==> src/rtl/pfx_pkg.sv <==
package pfx_pkg;
    typedef enum logic [3:0] {
        FN_JUMP = 4'h0,
        FN_PFX  = 4'h2,
        FN_LDC  = 4'h4,
        FN_NPFX = 4'h6,
        FN_LDL  = 4'h7,
        FN_STL  = 4'hD,
        FN_OPR  = 4'hF
    } fn_e;

    typedef enum logic [2:0] {
        STK_HOLD,
        STK_PUSH,
        STK_POP,
        STK_ADD,
        STK_SUB
    } stk_cmd_e;

    localparam logic [7:0] SEC_ADD = 8'h05;
    localparam logic [7:0] SEC_SUB = 8'h0C;
endpackage

==> src/rtl/pfx_operand.sv <==
module pfx_operand #(
    parameter int W = 32,
    parameter int NIB_W = 4
) (
    input  logic             clk,
    input  logic             rst_n,
    input  logic             fire,
    input  logic [NIB_W-1:0] fn,
    input  logic [NIB_W-1:0] nib,
    output logic [W-1:0]     eff
);
    import pfx_pkg::*;

    typedef struct packed {
        logic [W-1:0] oper;
    } opr_state_t;

    opr_state_t st_d, st_q;

    assign eff = st_q.oper | W'(nib);

    always_comb begin
        st_d = st_q;
        if (fire) begin
            if (fn == FN_PFX)
                st_d.oper = eff << NIB_W;
            else if (fn == FN_NPFX)
                st_d.oper = (~eff) << NIB_W;
            else
                st_d.oper = '0;
        end
    end

    always_ff @(posedge clk) begin
        if (!rst_n) st_q <= '0;
        else        st_q <= st_d;
    end
endmodule

==> src/rtl/pfx_stack.sv <==
module pfx_stack #(
    parameter int W = 32
) (
    input  logic                     clk,
    input  logic                     rst_n,
    input  pfx_pkg::stk_cmd_e        cmd,
    input  logic [W-1:0]             push_val,
    output logic [W-1:0]             a,
    output logic [W-1:0]             b,
    output logic [W-1:0]             c
);
    import pfx_pkg::*;

    typedef struct packed {
        logic [W-1:0] a;
        logic [W-1:0] b;
        logic [W-1:0] c;
    } stk_state_t;

    stk_state_t st_d, st_q;

    always_comb begin
        st_d = st_q;
        unique case (cmd)
            STK_PUSH: begin
                st_d.a = push_val;
                st_d.b = st_q.a;
                st_d.c = st_q.b;
            end
            STK_POP: begin
                st_d.a = st_q.b;
                st_d.b = st_q.c;
            end
            STK_ADD: begin
                st_d.a = st_q.b + st_q.a;
                st_d.b = st_q.c;
            end
            STK_SUB: begin
                st_d.a = st_q.b - st_q.a;
                st_d.b = st_q.c;
            end
            default: ;
        endcase
    end

    always_ff @(posedge clk) begin
        if (!rst_n) st_q <= '0;
        else        st_q <= st_d;
    end

    assign a = st_q.a;
    assign b = st_q.b;
    assign c = st_q.c;
endmodule

==> src/rtl/pfx_decoder.sv <==
module pfx_decoder #(
    parameter int W = 32
) (
    input  logic         clk,
    input  logic         rst_n,
    input  logic         in_valid,
    input  logic [7:0]   in_byte,
    output logic         in_ready,
    input  logic [W-1:0] wptr,
    output logic         mem_rd_en,
    output logic         mem_wr_en,
    output logic [W-1:0] mem_addr,
    output logic [W-1:0] mem_wdata,
    input  logic [W-1:0] mem_rdata,
    output logic         jump_en,
    output logic [W-1:0] jump_ofs,
    output logic         opr_en,
    output logic [W-1:0] opr_code,
    output logic [W-1:0] stk_a,
    output logic [W-1:0] stk_b,
    output logic [W-1:0] stk_c
);
    import pfx_pkg::*;

    localparam int NIB_W = 4;

    typedef struct packed {
        logic wait_ld;
    } dec_state_t;

    dec_state_t st_d, st_q;

    logic              fire;
    logic [NIB_W-1:0]  fn;
    logic [NIB_W-1:0]  nib;
    logic [W-1:0]      eff;
    stk_cmd_e          cmd;
    logic [W-1:0]      push_val;

    assign fn       = in_byte[7:4];
    assign nib      = in_byte[3:0];
    assign in_ready = !st_q.wait_ld;
    assign fire     = in_valid && in_ready;

    pfx_operand #(.W(W), .NIB_W(NIB_W)) u_operand (
        .clk   (clk),
        .rst_n (rst_n),
        .fire  (fire),
        .fn    (fn),
        .nib   (nib),
        .eff   (eff)
    );

    pfx_stack #(.W(W)) u_stack (
        .clk      (clk),
        .rst_n    (rst_n),
        .cmd      (cmd),
        .push_val (push_val),
        .a        (stk_a),
        .b        (stk_b),
        .c        (stk_c)
    );

    always_comb begin
        st_d      = st_q;
        st_d.wait_ld = 1'b0;
        cmd       = STK_HOLD;
        push_val  = eff;
        mem_rd_en = 1'b0;
        mem_wr_en = 1'b0;
        mem_addr  = wptr + eff;
        mem_wdata = stk_a;
        jump_en   = 1'b0;
        jump_ofs  = eff;
        opr_en    = 1'b0;
        opr_code  = eff;
        if (st_q.wait_ld) begin
            cmd      = STK_PUSH;
            push_val = mem_rdata;
        end else if (fire) begin
            unique case (fn)
                FN_LDC:  cmd = STK_PUSH;
                FN_LDL: begin
                    mem_rd_en    = 1'b1;
                    st_d.wait_ld = 1'b1;
                end
                FN_STL: begin
                    mem_wr_en = 1'b1;
                    cmd       = STK_POP;
                end
                FN_JUMP: jump_en = 1'b1;
                FN_OPR: begin
                    opr_en = 1'b1;
                    if (eff == W'(SEC_ADD))      cmd = STK_ADD;
                    else if (eff == W'(SEC_SUB)) cmd = STK_SUB;
                end
                default: ;
            endcase
        end
    end

    always_ff @(posedge clk) begin
        if (!rst_n) st_q <= '0;
        else        st_q <= st_d;
    end
endmodule

==> config.mk <==
export PLATFORM = sky130hd
export DESIGN_NAME = pfx_decoder
export DESIGN_NICKNAME = d
export VERILOG_FILES = /design/src/rtl/pfx_pkg.sv /design/src/rtl/pfx_operand.sv /design/src/rtl/pfx_stack.sv /design/src/rtl/pfx_decoder.sv
export SDC_FILE = /design/constraint.sdc
export NUM_CORES = 1
export LEC_CHECK = 0
export BUFFER_PORTS_ARGS = -buffer_cell sky130_fd_sc_hd__buf_2
export CORE_UTILIZATION = 30
export DETAILED_ROUTE_END_ITERATION = 10
export GPL_ROUTABILITY_DRIVEN = 0
export SYNTH_ARGS = -nofsm -noshare
export SYNTH_HDL_FRONTEND = slang
export SYNTH_SLANG_ARGS = --single-unit
==> constraint.sdc <==
create_clock -name clk -period 6.9 [get_ports clk]
set_input_delay 2.07 -clock clk [delete_from_list [all_inputs] [get_ports clk]]
set_output_delay 2.07 -clock clk [all_outputs]
set_load 0.1 [all_outputs]
==> flow_summary_export.csv, run 1 <==
group,metric,value,unit
logic_synthesis,synth-seq-cells,125,
clocking,cts-root-buf,"clkbuf_16",
setup_path,path_max_fanout,5,
routing,wl_per_cell,18.52,um
floorplanning,die-height,181.5,um
logic_synthesis,synth_cell_types,60,
logic_synthesis,syn_area,9667,um2
setup_path,rrSetupSlack,1970,ps
routing,antenna_left,0,
worst_hold_path,hold_path.class,"reg2reg",
placed_design,dpl.cell_count,1874,
power,power_density,252.1,nW/um2
final_layout,diodes,0,
clocking,cts_buffer_depth,2,
placed_design,dp_hpwl,25.86,mm
clocking,cts.sinks,125,
placed_design,dpl_cell_area,11670,um2
routing,drtPass1Iterations,5,
status,status,"complete, no violations",
clocking,cts_max_level,4,
routing,viasPerCell,5.377,
clocking,cts_tree,"yes",
global_routing,grt_max_degree,61,
sta,hold_viol,0,
setup_path,cp-start-kind,"primary input",
placed_design,pre_cts_ws,54.48,ps
sta,rsz0062_at_grt,"yes",
final_layout,drive_gt1_share,27.53,%
sta,finClkSkew,18.39,ps
sta,setup_viol,0,
global_routing,grt_pass1_wl,54.50,mm
sta,setup_slack,94.92,ps
logic_synthesis,syn-num-nets,1410,
floorplanning,pin_count,304,
final_layout,area_delta_synth_final,27.85,%
power,power,3.115,mW
clocking,clkTransAtPathRegs,50,ps
clocking,clkLatencyLatePin,450,ps
logic_synthesis,ys.flop_type,"dfxtp_1",
routing,dr.first_iter.drc_count,791,
sta,finalCritPeriodShare,98.62,%
routing,drc_errors,0,
logic_synthesis,syn_inst,1270,
setup_path,crit_arrival,4740,ps
sta,fmax,0.1469,GHz
placed_design,io_buffer_count,303,
final_layout,utilization,39.07,%
floorplanning,dieArea,32940,um2
sta,drv_slew,0,
job,drv_cap,0,
logic_synthesis,synth_edf_count,0,
clocking,tritoncts.num_buffers,17,
power,p_leak,5.490,nW
final_layout,layout.nets,1631,
power,vdd_ir_drop_max,0.1613,mV
sta,whs,465.5,ps
routing,wl,35.30,mm
sta,max_slew_margin,15.38,%
logic_synthesis,async_flop_share,0,%
setup_path,crit_required,4830,ps
final_layout,design_area,12360,um2
setup_path,cp-end-kind,"primary output",
sta,fin_setup_tns,0,ps
sta,post-route-min-period,6805,ps
final_layout,final_cells,1906,
logic_synthesis,yosysWarnings,0,
floorplanning,dieWidth,181.5,um
global_routing,grt.total_usage,21.08,%
logic_synthesis,seq_area_frac_synth,25.89,%
logic_synthesis,avgSynthCellArea,7.612,um2
global_routing,antenna_found_initial,0,
global_routing,grt_pass1_vias,9483,
routing,vias,10250,
floorplanning,start_util,30.56,%
sta,tightest_slew,1265,ps
global_routing,grt-ovfl-total,0,
floorplanning,rows,65,
setup_path,criticalPathCategory,"in2out",
floorplanning,core-area,31640,um2
## metal layers
metal	share of wire, %	track usage [%]	up-vias
met3	4.8	3.028	41
met2	47	34.89	344
met5	0	0	-
met1	46	27.96	4844
li1	-	-	5020
met4	2.2	7.051	0
## logic make-up after synthesis
kind of cell / share of synthesized area, %
AOI/OAI and AO/OA: 28.33
xor gates and xnor gates: 7.611
adders and majority gates: 8.569
buffers and inverters: 8.970
DFF: 25.89
muxes: 3.106
and+or+nand+nor: 17.53
## final timing paths
kind | start | end | cells past startpoint
worst max register to register | u_operand.st_q[4] | u_stack.a[24] | 16
worst max-delay path | in_byte[1] | mem_addr[29] | 12
worst min register to register | u_stack.c[9] | u_stack.c[9] | 2
worst min-delay path | u_stack.c[9] | u_stack.c[9] | 2
## state kept, by name (all words and copies together), names as in the netlist
signal and count:
u_stack.a 32, u_stack.b 32, u_stack.c 32, u_operand.st_q 28
st_q 1
## Yosys cell counts, drive strengths merged, types with 7 or more instances
| library cell | number | share of area [%] |
|---|---|---|
| nor2b | 13 | 0.84 |
| nand3 | 17 | 0.88 |
| or3 | 10 | 0.65 |
| inv | 30 | 1.2 |
| nand4 | 10 | 0.65 |
| o21ai | 90 | 4.7 |
| a22oi | 31 | 2.4 |
| a21o | 20 | 1.6 |
| dfxtp | 125 | 26 |
| nand2 | 152 | 5.9 |
| a211oi | 25 | 1.9 |
| ha | 63 | 8.2 |
| a31oi | 9 | 0.58 |
| clkbuf | 57 | 2.2 |
| a21oi | 137 | 7.1 |
| o211ai | 34 | 2.6 |
| xnor2 | 48 | 4.3 |
| o21a | 7 | 0.54 |
| buf | 75 | 5.6 |
| nor3 | 21 | 1.1 |
| nor2 | 100 | 3.9 |
| nor4 | 9 | 0.58 |
| xor2 | 36 | 3.3 |
| and3 | 10 | 0.65 |
| mux2i | 30 | 3.1 |
| a221oi | 20 | 1.8 |
| o31ai | 9 | 0.70 |
| nand2b | 9 | 0.58 |
## layout by cell type (no fill, tap or decap), types with 5 or more instances in the layout
master,synthesis,routed
o41ai_1,5,5
xnor2_1,48,35
xnor2_2,0,13
nand4_1,10,10
nor2b_1,13,11
nor4_1,9,8
a31oi_1,9,8
o22ai_1,5,5
nor3_1,21,21
and3_1,10,10
o21ai_0,89,89
a21o_1,20,20
nand3_1,17,15
o21bai_1,6,6
ha_1,63,63
o211ai_1,34,34
a211oi_1,25,22
o21a_1,7,7
buf_2,0,282
mux2i_1,30,30
xor2_1,36,35
nand2_1,152,151
nor2_1,100,99
buf_12,0,21
or3_1,10,10
dfxtp_1,125,124
a221oi_1,20,19
buf_4,68,31
o2111ai_1,6,5
inv_1,30,29
a21oi_1,137,134
o31ai_1,9,9
clkbuf_16,0,17
nand2b_1,9,9
a22oi_1,31,31
## power by group
group | leakage, nW | switching, mW | internal [mW]
logic | 4.17 | 0.944 | 0.387
clock network | 0.301 | 0.374 | 0.625
registers | 1.02 | 0.0446 | 0.741
## critical path, cell delays in order
cell       delay, ps
buf_2            130
ha_1             330
a211oi_2         270
o211ai_1         190
a221oi_1         330
buf_4            210
o2111ai_1        180
a31oi_1          280
inv_1            130
a21oi_1          250
xnor2_2          160
buf_12           200
## timing repair
| action | 4_1_cts | 5_1_grt |
|---|---|---|
| setup buffers | 0 | 0 |
| hold buffers | 0 | 0 |
| gates resized for setup | 0 | 11 |
| hold endpoints to repair | 0 | 0 |
| setup endpoints to repair | 0 | 10 |
## layout make-up
cell class,count,area [um2]
clock buffer,19,452.9
clock inverter,13,190.2
fill,3236,19280
inverter,31,117.6
multi-input combinational,982,6528
sequential,125,2504
tap,402,503.0
timing repair buffer,334,2064
No activity file was read; power rests on OpenSTA's default activity.
==> run 2, diff against run 1 <==
- CORE_UTILIZATION: 30 -> 50
- PLACE_DENSITY: not set -> 0.78
- RECOVER_POWER: not set -> 50
- clock period: 6.9 -> 7.1 ns (I/O delays scaled with it)
==> run 2 against run 1 <==
First-iteration DRC count up 12%; sequential power down 2.8%; count of clock-buffer cells in the layout up 5; sequential share of layout area up 0.97 points; non-clock buffer count down 6; via count up 2.3%.
==> flow_summary_export.csv, run 2 (synthesis gave the netlist of run 1 again) <==
group,metric,value,unit
status,status,"complete, no violations",
sta,hold_viol,0,
floorplanning,start_util,51.34,%
setup_path,worstRegToRegCells,16,
routing,viasPerCell,5.965,
clocking,post-cts-setup-buffers,0,
final_layout,final_cell_mix,"clkbuf_1, nand2_1, a21oi_1, dfxtp_1, buf_2",
clocking,cts_max_level,4,
routing,dr.first_iter.drc_count,886,
sta,tightest_slew,1254,ps
power,p_switching,1.271,mW
setup_path,cp-endpoint,"mem_addr[28]",
sta,finClkSkew,16.44,ps
clocking,cts-root-buf,"clkbuf_16",
clocking,cts_tree,"yes",
setup_path,cp-start-kind,"primary input",
setup_path,cp_slowest_cell,"a2111oi_2",
setup_path,crit_required,4970,ps
clocking,clkLatencyLatePin,430,ps
power,vdd_ir_drop_max,0.1618,mV
job,drv_cap,0,
placed_design,dpl_cell_area,11370,um2
power,switching_share,43.31,%
global_routing,grt_pass1_vias,9350,
clocking,cts.sinks,125,
sta,fmax,0.1442,GHz
final_layout,layout_commonest_cell,"clkbuf_1",
clocking,tritoncts.num_buffers,17,
global_routing,grt-ovfl-total,0,
power,power_density,248.9,nW/um2
routing,wl_per_cell,18.11,um
setup_path,regToRegEndpoint,"u_stack.a[21]",
sta,max_slew_margin,16.73,%
floorplanning,dieWidth,141.0,um
clocking,cts_buffer_depth,2,
power,internal-power,1.664,mW
worst_hold_path,hold_path.class,"reg2reg",
final_layout,layout.nets,1625,
clocking,cts_resized,0,
clocking,clkTransAtPathRegs,60,ps
setup_path,crit_arrival,4810,ps
sta,rsz0062_at_grt,"no",
routing,drc_errors,0,
floorplanning,pin_count,304,
sta,setup_viol,0,
floorplanning,core-area,18830,um2
routing,antenna_left,0,
setup_path,setup.worst_path.start,"in_byte[0]",
placed_design,dp_hpwl,22.72,mm
setup_path,cp-end-kind,"primary output",
final_layout,design_area,11790,um2
setup_path,crit_chain,"buf_2 -> ha_1 -> inv_1 -> fa_1 -> nor2b_1 -> o2111ai_1 -> a21oi_1 -> o211ai_1 -> nand3_2 -> a41o_1 -> a2111oi_2 -> buf_4 -> a211oi_4 -> buf_4",
sta,post-route-min-period,6936,ps
global_routing,grt_pass1_wl,49.28,mm
setup_path,criticalPathCategory,"in2out",
clocking,cts_hold_buf,0,
sta,finalCritPeriodShare,97.68,%
power,comb_power_share,43.0,%
final_layout,fillers,1748,
global_routing,grt_max_degree,70,
final_layout,drive_gt1_share,15.24,%
power,seq_power_share,26.0,%
sta,fin_setup_tns,0,ps
setup_path,crit_top_cell,"buf_4",
routing,drtPass1Iterations,5,
setup_path,path_max_fanout,3,
routing,wl,31.83,mm
setup_path,r2r_start,"u_operand.st_q[4]",
power,p_leak,4.725,nW
global_routing,antenna_found_initial,3,
sta,whs,469.1,ps
floorplanning,die-height,141.0,um
routing,vias,10490,
power,power,2.935,mW
global_routing,grt.total_usage,31.23,%
sta,drv_slew,0,
setup_path,cp_slowest_stage_delay,360,ps
setup_path,rrSetupSlack,2380,ps
final_layout,area_delta_synth_final,21.99,%
floorplanning,dieArea,19890,um2
final_layout,utilization,62.62,%
power,power.share.clock,31.0,%
placed_design,io_buffer_count,303,
floorplanning,rows,50,
[run 2: cell count changes in the layout (fill, tap and decap cells not counted), sizes merged]
cell	before	now
buf	334	163
clkbuf	19	189
clkinv	7	4
clkinvlp	4	1
diode	0	2
bufinv	4	3
[run 2: critical path, delay by kind of cell]
kind            cells  cell delay [ps]
buf+inv             4              610
simple gates        2              230
compound gates      6             1390
fa+ha+maj           2              440
[run 2: area by class of cell]
type / count / area (um2) / share of cell area (%)
Antenna cell: 2 / 5.005 / 0.04244
Clock buffer: 24 / 501.7 / 4.255
Sequential cell: 125 / 2504 / 21.23
Inverter: 31 / 117.6 / 0.9973
Clock inverter: 6 / 107.6 / 0.9125
Timing Repair Buffer: 328 / 1755 / 14.89
Tap cell: 260 / 325.3 / 2.759
Multi-Input combinational cell: 982 / 6476 / 54.92
[run 2: how the worst min path moves through the flow]
| stage | depth (start not counted) | startpoint | end | slack (ps) |
|---|---|---|---|---|
| floorplan | 2 | u_stack.c[0] | u_stack.c[0] | 890 |
| CTS | 2 | u_stack.c[24] | u_stack.c[24] | 470 |
| global placement | 2 | u_stack.c[5] | u_stack.c[5] | 450 |
| finish | 2 | u_stack.c[12] | u_stack.c[12] | 470 |
| global route | 2 | u_stack.c[30] | u_stack.c[30] | 480 |
| detailed placement | 2 | u_stack.c[24] | u_stack.c[24] | 460 |
[run 2: routing by layer]
metal	vias to the layer above	GRT usage, %	share of wire [%]
li1	5004	-	-
met1	4918	40.25	43
met2	506	51.30	47
met3	56	5.163	6.9
met4	2	13.90	3.4
met5	-	0	0.047
[run 2: power by group through the flow]
| stage | clock, mW | sequential, mW | combinational (mW) |
|---|---|---|---|
| 6_report | 0.909 | 0.763 | 1.26 |
| 5_1_grt | 0.945 | 0.766 | 1.33 |
| 4_1_cts | 0.919 | 0.761 | 1.26 |
| 3_5_place_dp | 0 | 0.776 | 1.26 |
| 3_3_place_gp | 0 | 0.775 | 1.24 |
| 2_1_floorplan | 0 | 0.892 | 0.891 |
[run 2: metrics by stage]
step	setup slack (ps)	std cells
after global routing	3.169	1758
after floorplan	-194.9	1270
after detailed placement	30.35	1726
final	164.5	1758
after global placement	85.24	1726
after CTS	12.11	1756
==> run 3, diff against run 2 <==
- ABC_AREA: not set -> 1
- PLACE_DENSITY: 0.78 -> 0.76
- SLEW_MARGIN: not set -> 20
==> run 3 against run 2 <==
The flow now finishes with violations (capacitance limit, slew limit); die area increased by 24%; largest cell class unchanged; area after synthesis is 24% higher; first-iteration DRC count increased by 53%; global-route usage up 2.9 points.
==> flow_summary_export.csv, run 3 <==
group,metric,value,unit
status,status,"finished with violations",
status,failed_checks,"capacitance limit, slew limit",
logic_synthesis,syn-num-nets,2183,
setup_path,crit_chain,"buf_2 -> ha_1 -> inv_1 -> fa_1 -> o21ai_1 -> a21boi_0 -> o21ai_2 -> a21boi_0 -> o21ai_0 -> nand2_1 -> nand2_1 -> buf_12",
final_layout,multi_input_area,7527,um2
floorplanning,pin_count,304,
final_layout,fillers,2443,
clocking,cts.sinks,125,
clocking,cts_resized,0,
sta,drv_slew,110,
power,power_density,224.5,nW/um2
logic_synthesis,synthTopCellsByArea,"dfxtp_1, nand2_1, inv_1",
worst_hold_path,hold_path_startpoint,"u_stack.c[18]",
setup_path,crit_arrival,4700,ps
logic_synthesis,synth_commonest_cells,"nand2_1, inv_1, nand3_1",
clocking,cts_tree,"yes",
power,power,3.084,mW
sta,setup_viol,0,
setup_path,regToRegEndpoint,"u_stack.a[31]",
logic_synthesis,seq_area_frac_synth,20.83,%
final_layout,area_delta_synth_final,14.34,%
global_routing,grt-ovfl-total,0,
global_routing,grt_pass1_vias,12540,
logic_synthesis,ys.flop_type,"dfxtp_1",
sta,tightest_slew,2446,ps
placed_design,dpl.cell_count,2539,
routing,wl,42.21,mm
setup_path,critical_path.top_delay_family,"compound AO/OA/AOI/OAI gates",
power,p_leak,6.845,nW
setup_path,cp-end-kind,"primary output",
floorplanning,dieWidth,157.0,um
final_layout,utilization,58.35,%
logic_synthesis,async_flop_share,0,%
sta,whs,480.9,ps
setup_path,crit_required,4970,ps
power,vdd_ir_drop_max,0.1611,mV
routing,wl_per_cell,16.38,um
clocking,cts_hold_buf,0,
worst_hold_path,hold_end,"u_stack.c[18]",
setup_path,cp_slowest_cell,"fa_1",
routing,viasPerCell,5.483,
setup_path,worstRegToRegCells,18,
logic_synthesis,yosysWarnings,0,
floorplanning,dieArea,24650,um2
logic_synthesis,synth_cell_types,45,
logic_synthesis,syn_area,12020,um2
final_layout,final-seq-area,2504,um2
final_layout,final_cell_mix,"nand2_1, inv_1, nand3_1, nor2_1, clkbuf_1",
logic_synthesis,synth-seq-cells,125,
sta,post-route-min-period,6828,ps
logic_synthesis,synthMostInstantiatedCell,"nand2_1",
final_layout,drive_gt1_share,9.947,%
logic_synthesis,avgSynthCellArea,5.881,um2
setup_path,r2r_start,"st_q",
clocking,cts_buffer_depth,2,
floorplanning,rows,56,
global_routing,grt_max_degree,83,
worst_hold_path,hold_path.class,"reg2reg",
clocking,clkTransAtPathRegs,60,ps
final_layout,layout.nets,2379,
placed_design,dpl_cell_area,13250,um2
floorplanning,start_util,51.04,%
sta,max_slew_margin,-63.08,%
sta,hold_viol,0,
logic_synthesis,synth_top_area_share,20.83,%
sta,rsz0062_at_grt,"no",
placed_design,pre_cts_ws,180.3,ps
sta,finClkSkew,10.19,ps
setup_path,cp_slowest_stage_delay,420,ps
final_layout,layout_commonest_cell,"nand2_1",
sta,fin_setup_tns,0,ps
routing,vias,14120,
global_routing,grt.total_usage,34.09,%
setup_path,cp-start-kind,"primary input",
sta,finalCritPeriodShare,96.17,%
logic_synthesis,synth_top_area_cell,"dfxtp_1",
routing,drtPass1Iterations,6,
clocking,clkLatencyLatePin,440,ps
setup_path,criticalPathCategory,"in2out",
clocking,cts_max_level,4,
placed_design,io_buffer_count,303,
clocking,post-cts-setup-buffers,0,
sta,setup_slack,272.2,ps
sta,fmax,0.1465,GHz
final_layout,design_area,13740,um2
floorplanning,core-area,23540,um2
logic_synthesis,synth_edf_count,0,
setup_path,path_buf_inv,3,
floorplanning,die-height,157.0,um
setup_path,path_max_fanout,8,
routing,drc_errors,0,
clocking,cts-root-buf,"clkbuf_16",
placed_design,dp_hpwl,31.88,mm
setup_path,rrSetupSlack,1510,ps
global_routing,grt_pass1_wl,65.45,mm
routing,dr.first_iter.drc_count,1355,
routing,antenna_left,0,
job,drv_cap,2,
setup_path,setup.worst_path.start,"in_byte[0]",
logic_synthesis,syn_inst,2043,
clocking,tritoncts.num_buffers,17,
worst_hold_path,whs_path_depth,2,
final_layout,final_cells,2576,
global_routing,antenna_found_initial,5,
## run 3: cell families (layout without fill, tap and decap cells)
| group | count (synthesis) | count (layout) | synth area share [%] |
|---|---|---|---|
| buffers and inverters | 447 | 656 | 16.87 |
| adder cells (fa/ha/maj) | 65 | 65 | 6.894 |
| AO/OA/AOI/OAI | 290 | 290 | 13.74 |
| AND/OR/NAND/NOR | 1042 | 1042 | 36.24 |
| XOR/XNOR | 70 | 70 | 5.103 |
| multiplexers | 4 | 4 | 0.3332 |
| flip-flops | 125 | 125 | 20.83 |
| other | 0 | 5 | 0 |
## run 3: worst reg2reg max path, cell delays in order (launching register included)
cell and delay [ps]:
dfxtp_2 310, buf_4 280, inv_2 300, nand2_1 240, inv_1 120, clkbuf_1 1740, nand4_1 700, nand2_1 200
o21ai_0 130, ha_1 380, nand2_1 150, nor3_1 300, and2_1 170, nand2_1 50, nand2_1 100, inv_1 50
nand2_1 60, nand3_1 90, a21oi_1 190
## run 3: worst max path at each step
stage                        end  cells past startpoint
floorplan           mem_addr[30]                      9
global placement    mem_addr[18]                     10
detailed placement  mem_addr[18]                     10
CTS                 mem_addr[18]                     10
global route        mem_addr[26]                     14
finish              mem_addr[22]                     12
## run 3: cell type report
class,instances,area share (%)
diodes,5,0.09107
clock buffers,17,3.097
clock inverters,15,1.685
inverters,309,8.443
multi-input cells,1471,54.79
flip-flops and latches,125,18.22
well taps,319,2.905
repair buffers,315,10.77
## run 3: routing by layer
metal  track usage, %  routed length [um]  vias to the layer above
met5                0                   0                        -
met4            16.74                2068                        0
met3            5.589                3451                      113
met2            53.46               18320                      744
met1            45.28               18360                     6392
li1                 -                   -                     6874
## run 3: report_power, final
group | switching, mW | internal [mW] | total, mW
Clock | 0.372 | 0.629 | 1.00
Sequential | 0.0416 | 0.720 | 0.762
Combinational | 1.03 | 0.289 | 1.32
Total | 1.45 | 1.64 | 3.08
